==> src/rtl/mbx_pkg.sv <==
package mbx_pkg;
  localparam logic [7:0] OFS_UP_DATA = 8'h00;
  localparam logic [7:0] OFS_UP_STAT = 8'h04;
  localparam logic [7:0] OFS_UP_MARK = 8'h08;
  localparam logic [7:0] OFS_UP_RREQ = 8'h0C;
  localparam logic [7:0] OFS_DN_DATA = 8'h40;
  localparam logic [7:0] OFS_DN_STAT = 8'h44;
  localparam logic [7:0] OFS_DN_RST  = 8'h50;
  localparam logic [7:0] OFS_DN_ACK  = 8'h54;
  localparam int         MAP_W       = 8;

  typedef struct packed {
    logic             perr;
    logic             hreq;
    logic             creq;
    logic             deot;
    logic             full;
    logic             empty;
    logic [3:0]       cnt;
    logic [MAP_W-1:0] vmap;
    logic [MAP_W-1:0] emap;
  } q_stat_t;

  function automatic logic [31:0] pack_stat(input q_stat_t s);
    logic [31:0] w;
    w        = '0;
    w[29]    = s.perr;
    w[25]    = s.hreq;
    w[24]    = s.creq;
    w[23]    = s.deot;
    w[21]    = s.full;
    w[20]    = s.empty;
    w[19:16] = s.cnt;
    w[15:8]  = s.vmap;
    w[7:0]   = s.emap;
    return w;
  endfunction
endpackage

==> src/rtl/mbx_queue.sv <==
module mbx_queue
  import mbx_pkg::*;
#(
  parameter int W     = 32,
  parameter int DEPTH = 8
) (
  input  logic         clk,
  input  logic         rst_n,
  input  logic         flush,
  input  logic         push,
  input  logic [W-1:0] push_data,
  input  logic         push_eot,
  input  logic         pop,
  input  logic         set_hreq,
  input  logic         set_creq,
  input  logic         eot_ack,
  output logic [W-1:0] head_data,
  output logic         head_eot,
  output logic         full,
  output logic         empty,
  output logic [31:0]  status
);
  localparam int AW = (DEPTH > 1) ? $clog2(DEPTH) : 1;
  localparam int CW = $clog2(DEPTH + 1);
  localparam int EW = W + 2;

  logic [EW-1:0] mem [DEPTH];
  logic [AW-1:0] rd_ptr, wr_ptr;
  logic [CW-1:0] cnt;
  logic          perr_q, hreq_q, creq_q, deot_q;
  logic          head_par, do_push, do_pop;
  logic [MAP_W-1:0] vmap, emap;
  q_stat_t       st;

  function automatic logic [AW-1:0] step(input logic [AW-1:0] p);
    return (int'(p) == DEPTH - 1) ? '0 : p + 1'b1;
  endfunction

  assign full   = (cnt == CW'(DEPTH));
  assign empty  = (cnt == '0);
  assign {head_par, head_eot, head_data} = mem[rd_ptr];
  assign do_push = push && !full && !flush;
  assign do_pop  = pop && !empty && !flush;

  always_ff @(posedge clk) begin
    if (do_push) mem[wr_ptr] <= {^push_data, push_eot, push_data};
  end

  always_ff @(posedge clk or negedge rst_n) begin
    if (!rst_n) begin
      rd_ptr <= '0; wr_ptr <= '0; cnt <= '0;
      perr_q <= 1'b0; hreq_q <= 1'b0; creq_q <= 1'b0; deot_q <= 1'b0;
    end else if (flush) begin
      rd_ptr <= '0; wr_ptr <= '0; cnt <= '0;
      perr_q <= 1'b0; hreq_q <= 1'b0; creq_q <= 1'b0; deot_q <= 1'b0;
    end else begin
      if (do_push) wr_ptr <= step(wr_ptr);
      if (do_pop)  rd_ptr <= step(rd_ptr);
      cnt <= cnt + CW'(do_push) - CW'(do_pop);
      if (do_pop && ((^head_data) != head_par)) perr_q <= 1'b1;
      if (set_hreq) hreq_q <= 1'b1;
      if (set_creq) creq_q <= 1'b1;
      if (do_pop && head_eot)  deot_q <= 1'b1;
      else if (eot_ack)        deot_q <= 1'b0;
    end
  end

  always_comb begin
    vmap = '0;
    emap = '0;
    for (int i = 0; i < MAP_W; i++) begin
      if (i < DEPTH && i < int'(cnt)) begin
        vmap[i] = 1'b1;
        emap[i] = mem[AW'((int'(rd_ptr) + i) % DEPTH)][W];
      end
    end
  end

  always_comb begin
    st       = '0;
    st.perr  = perr_q;
    st.hreq  = hreq_q;
    st.creq  = creq_q;
    st.deot  = deot_q;
    st.full  = full;
    st.empty = empty;
    st.cnt   = 4'(cnt);
    st.vmap  = vmap;
    st.emap  = emap;
  end

  assign status = pack_stat(st);
endmodule

==> src/rtl/mbx_host_port.sv <==
module mbx_host_port
  import mbx_pkg::*;
#(
  parameter int AW_REG = 8,
  parameter int W      = 32
) (
  input  logic              reg_wr,
  input  logic              reg_rd,
  input  logic [AW_REG-1:0] reg_addr,
  input  logic [W-1:0]      reg_wdata,
  input  logic [31:0]       up_status,
  input  logic [31:0]       dn_status,
  input  logic [W-1:0]      dn_head,
  input  logic              dn_empty,
  output logic              up_push,
  output logic [W-1:0]      up_push_data,
  output logic              up_push_eot,
  output logic              host_req,
  output logic              dn_pop,
  output logic              dn_flush,
  output logic              dn_ack,
  output logic [31:0]       reg_rdata
);
  logic hit_data, hit_mark;
  assign hit_data = reg_wr && (reg_addr == AW_REG'(OFS_UP_DATA));
  assign hit_mark = reg_wr && (reg_addr == AW_REG'(OFS_UP_MARK)) && reg_wdata[W-1];

  assign up_push      = hit_data || hit_mark;
  assign up_push_data = hit_mark ? '0 : reg_wdata;
  assign up_push_eot  = hit_mark;
  assign host_req     = reg_wr && (reg_addr == AW_REG'(OFS_UP_RREQ)) && reg_wdata[W-1];
  assign dn_flush     = reg_wr && (reg_addr == AW_REG'(OFS_DN_RST))  && reg_wdata[W-1];
  assign dn_ack       = reg_wr && (reg_addr == AW_REG'(OFS_DN_ACK))  && reg_wdata[W-1];
  assign dn_pop       = reg_rd && (reg_addr == AW_REG'(OFS_DN_DATA));

  always_comb begin
    reg_rdata = '0;
    if (reg_addr == AW_REG'(OFS_UP_STAT))      reg_rdata = up_status;
    else if (reg_addr == AW_REG'(OFS_DN_STAT)) reg_rdata = dn_status;
    else if (reg_addr == AW_REG'(OFS_DN_DATA)) reg_rdata = dn_empty ? '0 : 32'(dn_head);
  end
endmodule

==> src/rtl/duplex_mailbox.sv <==
module duplex_mailbox #(
  parameter int AW_REG = 8,
  parameter int W      = 32,
  parameter int DEPTH  = 8
) (
  input  logic              clk,
  input  logic              rst_n,
  input  logic              reg_wr,
  input  logic              reg_rd,
  input  logic [AW_REG-1:0] reg_addr,
  input  logic [W-1:0]      reg_wdata,
  output logic [31:0]       reg_rdata,
  output logic              up_valid,
  input  logic              up_ready,
  output logic [W-1:0]      up_data,
  output logic              up_eot,
  input  logic              dn_valid,
  output logic              dn_ready,
  input  logic [W-1:0]      dn_data,
  input  logic              dn_eot,
  input  logic              ctl_rst_req,
  input  logic              ctl_up_flush,
  input  logic              ctl_up_eot_ack,
  output logic              host_rst_req
);
  logic [31:0]  up_status, dn_status;
  logic [W-1:0] up_push_data, dn_head;
  logic         up_push, up_push_eot, host_req, dn_pop, dn_flush, dn_ack;
  logic         up_full, up_empty, dn_full, dn_empty, dn_head_eot;

  mbx_host_port #(.AW_REG(AW_REG), .W(W)) u_port (
    .reg_wr(reg_wr), .reg_rd(reg_rd), .reg_addr(reg_addr), .reg_wdata(reg_wdata),
    .up_status(up_status), .dn_status(dn_status), .dn_head(dn_head), .dn_empty(dn_empty),
    .up_push(up_push), .up_push_data(up_push_data), .up_push_eot(up_push_eot),
    .host_req(host_req), .dn_pop(dn_pop), .dn_flush(dn_flush), .dn_ack(dn_ack),
    .reg_rdata(reg_rdata)
  );

  mbx_queue #(.W(W), .DEPTH(DEPTH)) u_upq (
    .clk(clk), .rst_n(rst_n), .flush(ctl_up_flush),
    .push(up_push), .push_data(up_push_data), .push_eot(up_push_eot),
    .pop(up_ready), .set_hreq(host_req), .set_creq(ctl_rst_req), .eot_ack(ctl_up_eot_ack),
    .head_data(up_data), .head_eot(up_eot), .full(up_full), .empty(up_empty),
    .status(up_status)
  );

  mbx_queue #(.W(W), .DEPTH(DEPTH)) u_dnq (
    .clk(clk), .rst_n(rst_n), .flush(dn_flush),
    .push(dn_valid), .push_data(dn_data), .push_eot(dn_eot),
    .pop(dn_pop), .set_hreq(host_req), .set_creq(ctl_rst_req), .eot_ack(dn_ack),
    .head_data(dn_head), .head_eot(dn_head_eot), .full(dn_full), .empty(dn_empty),
    .status(dn_status)
  );

  assign up_valid     = !up_empty;
  assign dn_ready     = !dn_full;
  assign host_rst_req = up_status[25];

  logic unused_ok;
  assign unused_ok = ^{up_full, dn_head_eot};
endmodule

==> config.mk <==
export PLATFORM = sky130hd
export DESIGN_NAME = duplex_mailbox
export DESIGN_NICKNAME = d
export VERILOG_FILES = /design/src/rtl/mbx_pkg.sv /design/src/rtl/mbx_queue.sv /design/src/rtl/mbx_host_port.sv /design/src/rtl/duplex_mailbox.sv
export SDC_FILE = /design/constraint.sdc
export NUM_CORES = 1
export LEC_CHECK = 0
export BUFFER_PORTS_ARGS = -buffer_cell sky130_fd_sc_hd__buf_2
export CAP_MARGIN = 5
export CELL_PAD_IN_SITES_DETAIL_PLACEMENT = 1
export CELL_PAD_IN_SITES_GLOBAL_PLACEMENT = 1
export CORE_UTILIZATION = 48
export CTS_CLUSTER_SIZE = 16
export DETAILED_ROUTE_END_ITERATION = 6
export GPL_TIMING_DRIVEN = 1
export HOLD_SLACK_MARGIN = 0.1
export PLACE_DENSITY_LB_ADDON = 0.1
export SKIP_CTS_REPAIR_TIMING = 1
export SLEW_MARGIN = 40
export SYNTH_ARGS = -nofsm -noshare
export SYNTH_HDL_FRONTEND = slang
export SYNTH_SLANG_ARGS = --single-unit
==> constraint.sdc <==
create_clock -name clk -period 3.9 [get_ports clk]
set_input_delay 0.195 -clock clk [delete_from_list [all_inputs] [get_ports clk]]
set_output_delay 0.195 -clock clk [all_outputs]
set_load 0.1 [all_outputs]
==> After elaboration in Yosys (flattened, before gate mapping) <==
Memory sizes are Yosys's and may differ from the RTL's.
Index checks and enable logic that the tools add are counted.
{ "classes": {"addsub": 22, "n_lt_le_gt_ge": 16, "eq_ne": 15, "n_mux": 71, "reduce_logical": 48} }
{ "op_table": {"columns": ["cell", "n"], "rows": [
  ["32-bit two-way mux", 5],
  ["32-bit XOR reduction", 4],
  ["1-bit two-way mux", 52],
  ["3-bit two-way mux", 12],
  ["8-bit by 7-bit equality test with 1-bit output, second input constant", 4],
  ["3-bit by 4-bit < comparator with 1-bit output, first input constant", 8],
  ["3-bit adder, second input constant", 8],
  ["1-bit logical AND", 22],
  ["2-bit nonzero test", 10],
  ["3-bit by 1-bit adder with 3-bit output, second input constant", 6],
  ["8-bit by 4-bit equality test with 1-bit output, second input constant", 2],
  ["1-bit by 4-bit < comparator with 1-bit output, first input constant", 4],
  ["2-bit by 4-bit < comparator with 1-bit output, first input constant", 4],
  ["3-bit by 2-bit adder with 3-bit output, second input constant", 4],
  ["3-bit by 1-bit equality test with 1-bit output, second input constant", 4],
  ["4-bit by 1-bit adder with 4-bit output", 2],
  ["4-bit equality test, second input constant", 2],
  ["8-bit by 3-bit equality test with 1-bit output, second input constant", 1],
  ["4-bit logical NOT", 2],
  ["8-bit logical NOT", 1],
  ["4-bit two-way mux", 2],
  ["4-bit by 1-bit subtractor with 4-bit output", 2],
  ["1-bit logical NOT", 6],
  ["3-bit nonzero test", 2],
  ["2 further kinds", 3]
]} }
{ "totals": {"register_bits": 28, "mem_bits_rw": 544, "input_bits": 82, "out_inout_bits": 68, "mem_count": 2} }
{ "mem_list": {"columns": ["name", "depth", "width", "rd", "rd_ports_with_merged_regs", "wr", "line_no", "text"], "rows": [
  ["u_dnq.mem", 8, 34, 8, 0, 1, "mbx_queue.sv:27", "logic [EW-1:0] mem [DEPTH];"],
  ["u_upq.mem", 8, 34, 8, 0, 1, "mbx_queue.sv:27", null]
]} }

==> Logic depth before layout (Yosys ltp) <==
Gate-level depths: netlist of the first run.
{ "logic_depth": {"depth_word": 9, "mapped_depth": 13, "depth_no_buf": 13} }

==> Modules after synthesis <==
From an unflattened synthesis of the first run, not the netlist that was laid out.
{ "hier_totals": {"hier_cells": 1569, "area_unflattened_um2": 26429.1} }
{ "modules_own_cells": {"columns": ["module", "instances", "cells_each", "area_per_inst_um2", "seq_area_each_um2"], "rows": [
  ["mbx_queue (u_upq)", 1, 768, 13176.4, 8518.2],
  ["mbx_queue (u_dnq)", 1, 660, 12231.7, 8518.2],
  ["mbx_host_port", 1, 139, 1013.5, 0.0],
  ["duplex_mailbox", 1, 2, 7.5, 0.0]
]} }

==> Worst setup path after synthesis of the first run <==
Ideal clock, no wire load.
{ "synth_path": {"path_type": "register -> register", "start": "register u_dnq.cnt[2]", "end": "memory u_dnq.mem[0][0] (netlist name), enable pin", "setup_ps": 467, "t_arrival_ps": 4314, "required_ps": 3433, "path_slack_ps": -882, "path_stages_with_launch": 7, "synth_period_minus_slack_ps": 4782, "cell_sequence": "dfrtp_1 > inv_1 > ha_1 > nand2_1 > nand2_1 > or3_1 > nor3_1"} }
{ "synth_via": {"elab_chain_cells": 6} }
{ "synth_rtl": {"columns": ["item", "line_no", "text"], "rows": [
  ["from (decl)", "mbx_queue.sv:29", "logic [CW-1:0] cnt;"],
  ["from (signal assigned)", "mbx_queue.sv:59", "cnt <= cnt + CW'(do_push) - CW'(do_pop);"],
  ["4-bit equality test", "mbx_queue.sv:39", "assign full = (cnt == CW'(DEPTH));"],
  ["1-bit logical NOT", null, null],
  ["via dn_ready", "duplex_mailbox.sv:18", "output logic dn_ready,"],
  ["1-bit logical AND (2 in a row)", "mbx_queue.sv:42", "assign do_push = push && !full && !flush;"],
  ["1-bit two-way mux", "mbx_queue.sv:46", "if (do_push) mem[wr_ptr] <= {^push_data, push_eot, push_data};"],
  ["1-bit two-way mux (not written as such)", "mbx_queue.sv:46", null],
  ["to (decl)", "mbx_queue.sv:27", null]
]} }
The timed path passes the listed nets, and every way through them passes these cells.

==> Final worst setup path of the first run <==
{ "layout_path": {"start": "register u_upq.rd_ptr[1]", "end": "output port reg_rdata[5]"} }
{ "layout_via": {"elab_chain_cells": 4} }
{ "layout_rtl": {"columns": ["item", "line_no", "text"], "rows": [
  ["from (decl)", "mbx_queue.sv:28", "logic [AW-1:0] rd_ptr, wr_ptr;"],
  ["from (signal assigned)", "mbx_queue.sv:58", "if (do_pop) rd_ptr <= step(rd_ptr);"],
  ["3-bit adder", "mbx_queue.sv:74", "emap[i] = mem[AW'((int'(rd_ptr) + i) % DEPTH)][W];"],
  ["memory read 8 x 34 bit", null, null],
  ["1-bit two-way mux", "mbx_queue.sv:72", "if (i < DEPTH && i < int'(cnt)) begin"],
  ["32-bit two-way mux", "mbx_host_port.sv:38", "if (reg_addr == AW_REG'(OFS_UP_STAT)) reg_rdata = up_status;"],
  ["to (decl)", "duplex_mailbox.sv:12", "output logic [31:0] reg_rdata,"]
]} }
No other way between the ends.

==> impl_metrics.json, run 1 <==
{
  "syn_area_per_cell_um2": 18.40,
  "io_pins": 150,
  "hold_class": "primary input to flip-flop",
  "synth-seq-cells": 572,
  "critPathMaxFanout": 20,
  "drv_cap": 0,
  "wirelength_um": 61500,
  "io_buffers": 149,
  "max_freq_mhz": 270.8,
  "final_antenna_net_count": 0,
  "worstSetupPathType": "flip-flop to output pin",
  "final_util_pct": 57.59,
  "grt_pass1_wl_um": 90130,
  "clockRootBuffer": "clkbuf_16",
  "yosysSeqAreaShare_pct": 69.26,
  "synth_edf_count": 544,
  "drcViolationCount": 0,
  "finalNonFillerCells": 2322,
  "cp_cell_sequence": "buf_4 -> inv_1 -> ha_1 -> mux4_2 -> mux2i_1 -> o32a_1 -> o21ai_0 -> buf_2",
  "synth_cells": 1337,
  "clock_latency_ps": 610,
  "die_area_um2": 52150,
  "yosys_warnings": 0,
  "period_share_pct": 94.68,
  "fillers": 4495,
  "cpPeakStageDelay_ps": 570,
  "drt_pass1_iterations": 5,
  "dp_hpwl_um": 38570,
  "hold_viol_final": 0,
  "critPathCaptureType": "output pin",
  "wl_per_cell_um": 26.49,
  "rows": 82,
  "drt_iter0_markers": 877,
  "worstPathArrival_ps": 3500,
  "cpMaxStageDelayCell": "mux4_2",
  "cts_tree": "yes",
  "cts.sinks": 572,
  "r2r_setup_slack_ps": 660,
  "worstMarginPinSlew_ps": 839.0,
  "setup_viol": 0,
  "leakage_nw": 9.730,
  "power.density_nw_per_um2": 606.8,
  "syn_area_um2": 24600,
  "grt_usage_pct": 23.56,
  "synth_ff_type": "edfxtp_1",
  "die_x_um": 228.4,
  "path_clk_slew_ps": 60,
  "rsz0062_at_grt": "false",
  "final_area_um2": 29010,
  "grt_pass1_vias": 14092,
  "slew_violations": 0,
  "final_common_cell": "edfxtp_1",
  "start_util_pct": 48.83,
  "finalClockSkew_ps": 16.38,
  "timing.setup.tns_ps": 0,
  "htree_levels": 2,
  "vdd_ir_drop_max_v": 0.0004362,
  "vias": 13105,
  "period_needed_ps": 3693,
  "drive_gt1_share_pct": 28.55,
  "most-common-layout-cells": "edfxtp_1 (544), buf_2 (147), mux4_2 (125)",
  "cts-buffers-inserted": 58,
  "diodes": 0,
  "post_dp_cell_area_um2": 26550,
  "cp-start-kind": "flip-flop",
  "syn_nets": 1447,
  "dieHeight_um": 228.4,
  "dp_cells": 2158,
  "gp_congestion": 0.7854,
  "grt_max_degree": 41,
  "syn2layout_area_growth_pct": 17.95,
  "clockBufferDepth": 3,
  "max_slew_margin_pct": 43.86,
  "coreArea_um2": 50380,
  "synth_cell_type_count": 54,
  "grt_overflow": 0,
  "nets": 1713,
  "required_ps": 3700,
  "status": "finished clean",
  "synthArstFlopShare_pct": 4.895,
  "antenna_found_initial": 0,
  "vias_per_cell": 5.644
}
registers in the layout, summed over array words and instances, names as in the netlist:
signal / flops
u_dnq.wr_ptr: 3
u_upq.mem: 272
u_dnq.rd_ptr: 3
u_dnq.deot_q: 1
u_upq.creq_q: 1
u_dnq.hreq_q: 1
u_dnq.mem: 272
u_upq.deot_q: 1
u_dnq.cnt: 4
u_dnq.creq_q: 1
u_upq.rd_ptr: 3
u_upq.cnt: 4
u_dnq.perr_q: 1
u_upq.hreq_q: 1
u_upq.perr_q: 1
u_upq.wr_ptr: 3
power breakdown:
part,switching [mW],internal (mW),total (mW),leakage (nW)
registers,0.216,7.31,7.52,5.26
clock network,2.29,3.15,5.44,0.904
logic,2.88,1.76,4.64,3.56
total,5.39,12.2,17.6,9.73
worst max-delay path: cells and delay by family (launching register included):
kind	cells	cell delay (ps)
AOI/OAI and AO/OA	2	370
adders and majority gates	1	450
buffers and inverters	3	810
DFF	1	390
muxes	2	850
cell families (layout without fill, tap and decap cells):
logic type               Yosys count  after routing  share of synthesized area [%]
flip-flops                       572            572                          69.26
multiplexers                     225            225                          15.59
XOR/XNOR                         127            127                          4.833
adder cells (fa/ha/maj)           28             28                          1.485
AO/OA/AOI/OAI                    103            103                          3.073
buffers and inverters             80            393                          1.979
AND/OR/NAND/NOR                  202            202                          3.780
through the flow:
step	hold slack [ps]	total power, mW	setup slack (ps)
2_1_floorplan	-100.6	11.01	19.33
3_3_place_gp	299.9	12.14	554.2
3_5_place_dp	307.4	12.24	532.6
4_1_cts	-351.4	17.70	-69.45
5_1_grt	104.3	18.23	77.17
6_report	105.5	17.60	207.5
per-layer routing:
metal	wire (um)	vias up	global-route usage, %
met4	1842	0	8.138
met1	25650	6914	30.49
li1	-	5803	-
met5	0	-	0
met3	2140	100	3.206
met2	31860	288	40.95
cells in the mapped netlist (2+ instances only):
cell type  number  area share, %
mux2i_1        86            3.5
buf_2          19           0.39
mux4_2        125             11
nor2b_1        36           0.92
edfxtp_1      544             66
ha_1           26            1.3
a221oi_1        5           0.18
xnor2_1        98            3.5
mux2_2         14           0.64
o22a_1          2          0.071
nor3_1          9           0.18
buf_12          4           0.33
fa_1            2           0.16
o21ai_0        26           0.53
inv_1          22           0.34
a21o_1          6           0.18
clkbuf_1       15           0.23
a221oi_2        8           0.49
a32oi_1         2          0.071
buf_1           6          0.092
nor3b_1         2          0.061
o211ai_1        2          0.061
o31ai_1         3          0.092
buf_8           2           0.12
nand2b_1        6           0.15
dfrtp_1        28            2.8
inv_2           2          0.031
and2_1          2          0.051
nand3_1         7           0.14
or2_2           2          0.051
o21ai_1         7           0.14
nor2_1         69            1.1
buf_6          10           0.46
a22oi_1        18           0.55
xor2_1         23           0.82
nand2_1        59           0.90
or3_1           3          0.076
a21oi_1        15           0.31
xnor3_1         5           0.46
nand4_1         3          0.076
final cells by class:
type                    instances  area (um^2)  share of cell area, %
repair buffers                262         1932                  6.659
clock buffers                  72         1568                  5.404
inverters                      24        90.09                 0.3105
well taps                     672        840.8                  2.898
multi-input cells             685         7254                  25.01
clock inverters                35        277.8                 0.9575
flip-flops and latches        572        17050                  58.76
path summary, 6_finish.rpt:
check,start,cells after the start,endpoint
worst min-delay path,reg_wdata[3],2,u_upq.mem[2][3]$_DFFE_PP_
worst max-delay path,u_upq.rd_ptr[1]$_DFFE_PN0P_,8,reg_rdata[5]
min in group asynchronous,rst_n,4,u_upq.wr_ptr[2]$_DFFE_PN0P_
max in group asynchronous,rst_n,4,u_dnq.rd_ptr[0]$_DFFE_PN0P_
worst min register to register,u_dnq.deot_q$_DFFE_PN0P_,1,u_dnq.deot_q$_DFFE_PN0P_
worst max register to register,u_upq.rd_ptr[1]$_DFFE_PN0P_,11,u_upq.perr_q$_DFFE_PN0P_
Power figures use the tool's default switching activity.
==> run 2: changes to the inputs <==
--- a/config.mk
+++ b/config.mk
@@ -9,6 +9,7 @@
 export CAP_MARGIN = 5
 export CELL_PAD_IN_SITES_DETAIL_PLACEMENT = 1
 export CELL_PAD_IN_SITES_GLOBAL_PLACEMENT = 1
+export CORE_ASPECT_RATIO = 0.8
 export CORE_UTILIZATION = 48
 export CTS_CLUSTER_SIZE = 16
 export DETAILED_ROUTE_END_ITERATION = 6
==> run 2 against run 1 <==
Compared with the run above: global-route usage rose by 0.56 points; sequential cell count did not move; fmax fell by 0.11%; register-to-register slack got worse by 210 ps; non-clock buffer count fell by 18; setup slack got worse by 4.0 ps; combinational power fell by 1%; die area barely moved; final cell count fell by 0.90%; total power fell by 0.45%; largest cell class unchanged; largest power group unchanged.
==> impl_metrics.json, run 2 (same netlist as run 1, synthesis figures left out) <==
{
  "leakage_nw": 9.605,
  "min_path_cells": 2,
  "final_antenna_net_count": 0,
  "period_needed_ps": 3697,
  "dieHeight_um": 204.5,
  "die_x_um": 255.1,
  "clock_latency_ps": 590,
  "gp_congestion": 0.8078,
  "timing.setup.tns_ps": 0,
  "critPathCaptureType": "output pin",
  "cp-start-kind": "flip-flop",
  "rows": 73,
  "place_ws_ps": 562.5,
  "finalClockSkew_ps": 16.28,
  "drt_pass1_iterations": 5,
  "post_dp_cell_area_um2": 26510,
  "critPathMaxFanout": 21,
  "grt_max_degree": 51,
  "rr_startpoint": "u_upq.rd_ptr[0]$_DFFE_PN0P_",
  "final_common_cell": "edfxtp_1",
  "holdPathEnd": "u_upq.mem[5][1]$_DFFE_PP_",
  "slew_violations": 0,
  "cts-buffers-inserted": 56,
  "swShare_pct": 30.40,
  "rsz0062_at_grt": "false",
  "seqPwrFrac_pct": 43.1,
  "wl_per_cell_um": 26.89,
  "max_slew_margin_pct": 42.20,
  "cts.sinks": 572,
  "grt_overflow": 0,
  "io_buffers": 149,
  "p_sw_mw": 5.328,
  "final_area_um2": 28830,
  "multi_input_area_um2": 7257,
  "syn2layout_area_growth_pct": 17.19,
  "max_freq_mhz": 270.5,
  "fillers": 4472,
  "drv_cap": 0,
  "r2r_setup_slack_ps": 450,
  "hp-start": "reg_wdata[1]",
  "finalNonFillerCells": 2301,
  "rr_endpoint": "u_upq.deot_q$_DFFE_PN0P_",
  "p_comb_share_pct": 26.1,
  "period_share_pct": 94.78,
  "drcViolationCount": 0,
  "final-seq-area_um2": 17050,
  "vias_per_cell": 5.708,
  "setup_viol": 0,
  "io_pins": 150,
  "final_util_pct": 57.48,
  "drt_iter0_markers": 1103,
  "path_clk_slew_ps": 60,
  "die_area_um2": 52160,
  "r2r_cells": 7,
  "coreArea_um2": 50140,
  "top_regs": "u_dnq.mem (272), u_upq.mem (272)",
  "power_frac_clock_pct": 30.8,
  "wirelength_um": 61860,
  "hold_class": "primary input to flip-flop",
  "dp_cells": 2151,
  "dp_hpwl_um": 38560,
  "most-common-layout-cells": "edfxtp_1 (544), buf_2 (148), mux4_2 (125)",
  "worstPathArrival_ps": 3500,
  "vdd_ir_drop_max_v": 0.0004149,
  "worstMarginPinSlew_ps": 863.9,
  "nets": 1693,
  "required_ps": 3700,
  "status": "finished clean",
  "diodes": 0,
  "grt_pass1_wl_um": 90530,
  "grt_usage_pct": 24.11,
  "clockRootBuffer": "clkbuf_16",
  "antenna_found_initial": 2,
  "start_util_pct": 49.05,
  "clockBufferDepth": 3,
  "htree_levels": 2,
  "grt_pass1_vias": 13658,
  "cts_tree": "yes",
  "worstSetupPathType": "flip-flop to output pin",
  "setup_slack_ps": 203.5,
  "vias": 13133,
  "p_int_mw": 12.20,
  "drive_gt1_share_pct": 27.98,
  "power.density_nw_per_um2": 607.9,
  "hold_viol_final": 0
}
[run 2: cell count changes in the layout (fill, tap and decap cells not counted), moves of 2 or more]
cell	before	now
dlygate4sd3_1	51	48
clkinv_1	21	6
buf_4	50	33
buf_12	10	15
clkinv_2	8	6
buf_16	4	0
clkbuf_16	61	59
clkbuf_8	0	4
clkbuf_1	11	20
[run 2: cell type report]
class                   count  share of cell area, %
flip-flops and latches    572                  59.14
inverters                  24                 0.3125
multi-input cells         685                  25.18
well taps                 675                  2.930
clock inverters            18                 0.7292
repair buffers            244                  6.138
clock buffers              83                  5.573
[run 2: worst max path at each step]
stage                                 from                        to  slack [ps]  cells after the start
2_1_floorplan  u_upq.rd_ptr[0]$_DFFE_PN0P_              reg_rdata[0]          20                      9
4_1_cts        u_dnq.rd_ptr[0]$_DFFE_PN0P_              reg_rdata[5]         -10                      8
5_1_grt        u_upq.rd_ptr[0]$_DFFE_PN0P_              reg_rdata[5]          20                      7
3_5_place_dp   u_dnq.rd_ptr[0]$_DFFE_PN0P_  u_dnq.perr_q$_DFFE_PN0P_         560                      9
3_3_place_gp   u_dnq.rd_ptr[0]$_DFFE_PN0P_              reg_rdata[5]         630                      8
6_report       u_upq.rd_ptr[0]$_DFFE_PN0P_              reg_rdata[5]         200                      7
[run 2: metrics by stage]
step / hold WS [ps] / total power, mW
floorplan: -100.6 / 11.01
global placement: 292.1 / 12.13
detailed placement: 295.9 / 12.23
CTS: -350.8 / 17.66
global route: 101.9 / 18.19
finish: 106.1 / 17.52
[run 2: power groups by stage]
stage          clock network [mW]  logic (mW)  registers [mW]
5_1_grt                      5.71        4.89            7.59
3_5_place_dp                    0        4.55            7.68
6_report                     5.40        4.58            7.55
2_1_floorplan                   0        3.46            7.55
4_1_cts                      5.52        4.57            7.56
3_3_place_gp                    0        4.48            7.66
[run 2: per-layer routing]
metal | GRT usage, % | up-vias | part of all wire, %
met5 | 0 | - | 0
met4 | 5.496 | 0 | 2.0
met3 | 3.540 | 71 | 4.9
met2 | 37.16 | 338 | 47
met1 | 36.46 | 6948 | 47
li1 | - | 5776 | -
[run 2: critical path, stage by stage, from the launching register on]
cell and delay (ps):
dfrtp_4 730, inv_2 170, ha_1 480, mux4_2 570, mux2i_1 210, o32a_1 230, o21ai_0 160, buf_2 350
==> run 3: changes to the inputs <==
--- a/config.mk
+++ b/config.mk
@@ -5,14 +5,14 @@
 export SDC_FILE = /design/constraint.sdc
 export NUM_CORES = 1
 export LEC_CHECK = 0
-export BUFFER_PORTS_ARGS = -buffer_cell sky130_fd_sc_hd__buf_2
 export CAP_MARGIN = 5
 export CELL_PAD_IN_SITES_DETAIL_PLACEMENT = 1
 export CELL_PAD_IN_SITES_GLOBAL_PLACEMENT = 1
 export CORE_ASPECT_RATIO = 0.8
-export CORE_UTILIZATION = 48
+export CORE_UTILIZATION = 50
 export CTS_CLUSTER_SIZE = 16
 export DETAILED_ROUTE_END_ITERATION = 6
+export DONT_BUFFER_PORTS = 1
 export GPL_TIMING_DRIVEN = 1
 export HOLD_SLACK_MARGIN = 0.1
 export PLACE_DENSITY_LB_ADDON = 0.1
==> run 3 against run 2 <==
Compared with the run above: global-route usage grew 0.40 points; highest routed layer unchanged; via count shrank 0.61%; critical path depth grew 1; wire length grew 0.47%; critical endpoint unchanged; largest power group unchanged; worst hold slack lost 11 ps; non-clock buffer count shrank 43.
==> impl_metrics.json, run 3 (same netlist as run 1, synthesis figures left out) <==
{
  "grt_max_degree": 47,
  "final_antenna_net_count": 0,
  "dp_cells": 2026,
  "final-seq-area_um2": 17050,
  "drt_iter0_markers": 993,
  "htree_levels": 2,
  "drive_gt1_share_pct": 25.60,
  "die_area_um2": 50090,
  "critPathMaxFanout": 39,
  "most-common-layout-cells": "edfxtp_1 (544), mux4_2 (125), buf_4 (105)",
  "top_regs": "u_dnq.mem (272), u_upq.mem (272)",
  "worstPathArrival_ps": 3460,
  "diodes": 0,
  "period_share_pct": 93.61,
  "gp_congestion": 0.8307,
  "worstSetupPathType": "flip-flop to output pin",
  "antenna_found_initial": 3,
  "power.density_nw_per_um2": 596.0,
  "vias_per_cell": 5.914,
  "r2r_setup_slack_ps": 490,
  "finalClockSkew_ps": 14.72,
  "max_freq_mhz": 273.9,
  "vdd_ir_drop_max_v": 0.0004640,
  "cts.sinks": 572,
  "max_slew_margin_pct": 44.19,
  "dieHeight_um": 200.4,
  "vias": 13053,
  "grt_pass1_vias": 13419,
  "syn2layout_area_growth_pct": 17.91,
  "start_util_pct": 50.75,
  "slew_violations": 0,
  "finalNonFillerCells": 2207,
  "period_needed_ps": 3651,
  "drt_pass1_iterations": 5,
  "die_x_um": 250.0,
  "status": "finished clean",
  "io_buffers": 0,
  "drcViolationCount": 0,
  "clockBufferDepth": 3,
  "path_clk_slew_ps": 60,
  "final_common_cell": "edfxtp_1",
  "timing.setup.tns_ps": 0,
  "dp_hpwl_um": 38970,
  "worstMarginPinSlew_ps": 836.2,
  "wirelength_um": 62150,
  "multi_input_area_um2": 7513,
  "setup_viol": 0,
  "wl_per_cell_um": 28.16,
  "drv_cap": 0,
  "hold_viol_final": 0,
  "required_ps": 3700,
  "leakage_nw": 9.481,
  "grt_overflow": 0,
  "io_pins": 150,
  "rows": 72,
  "hold_class": "primary input to flip-flop",
  "cts_tree": "yes",
  "nets": 1648,
  "grt_usage_pct": 24.51,
  "cts-buffers-inserted": 54,
  "cp-start-kind": "flip-flop",
  "fillers": 4235,
  "critPathCaptureType": "output pin",
  "grt_pass1_wl_um": 89410,
  "clock_latency_ps": 610,
  "clockRootBuffer": "clkbuf_16",
  "coreArea_um2": 48470,
  "rsz0062_at_grt": "false"
}
run 3: worst paths after layout:
kind                                        startpoint                          end  cells past startpoint
min reg2reg                   u_dnq.creq_q$_DFFE_PN0P_     u_dnq.creq_q$_DFFE_PN0P_                      2
max reg2reg                u_upq.rd_ptr[0]$_DFFE_PN0P_     u_upq.perr_q$_DFFE_PN0P_                     10
max in group asynchronous                        rst_n  u_upq.rd_ptr[1]$_DFFE_PN0P_                      3
min in group asynchronous                        rst_n     u_upq.creq_q$_DFFE_PN0P_                      3
min                                             reg_wr  u_upq.wr_ptr[0]$_DFFE_PN0P_                      5
max                        u_upq.rd_ptr[0]$_DFFE_PN0P_                 reg_rdata[5]                      8
run 3: final cells by class:
class	instances	area share, %
sequential	572	58.79
clock buffer	68	5.061
multi-input combinational	685	25.91
timing repair buffer	201	6.592
inverter	24	0.3106
clock inverter	28	0.6213
tap	629	2.714
run 3: critical path: stages, from the launching register on:
cell	delay [ps]
dfrtp_4	590
buf_12	330
inv_2	150
ha_1	470
mux4_2	580
mux2i_1	230
o32a_1	200
o21ai_2	80
buf_12	200
run 3: through the flow:
| step | instance area (um^2) | power [mW] | util (%) | hold WS, ps | setup slack, ps |
|---|---|---|---|---|---|
| floorplan | 24650 | 11.01 | - | -100.6 | 19.33 |
| global placement | 26460 | 12.19 | 54.59 | -98.79 | 515.3 |
| detailed placement | 26460 | 12.31 | 54.60 | -98.86 | 439.7 |
| CTS | 28110 | 17.31 | 58.00 | -763.4 | 75.47 |
| global route | 29000 | 17.94 | 59.84 | 110.7 | 15.50 |
| finish | 29000 | 17.29 | 59.84 | 94.72 | 249.2 |
run 3: layer usage:
layer | vias up | share of wire, % | track usage [%]
met5 | - | 0 | 0
met4 | 0 | 1.7 | 6.179
met3 | 73 | 4.8 | 3.782
met2 | 336 | 47 | 38.23
met1 | 6968 | 46 | 36.47
li1 | 5676 | - | -
run 3: report_power, final:
group / leakage (nW) / switching, mW / total [mW] / internal, mW
clock network: 0.813 / 2.23 / 5.01 / 2.78
logic: 3.41 / 2.92 / 4.73 / 1.81
registers: 5.26 / 0.233 / 7.54 / 7.31
total: 9.48 / 5.39 / 17.3 / 11.9
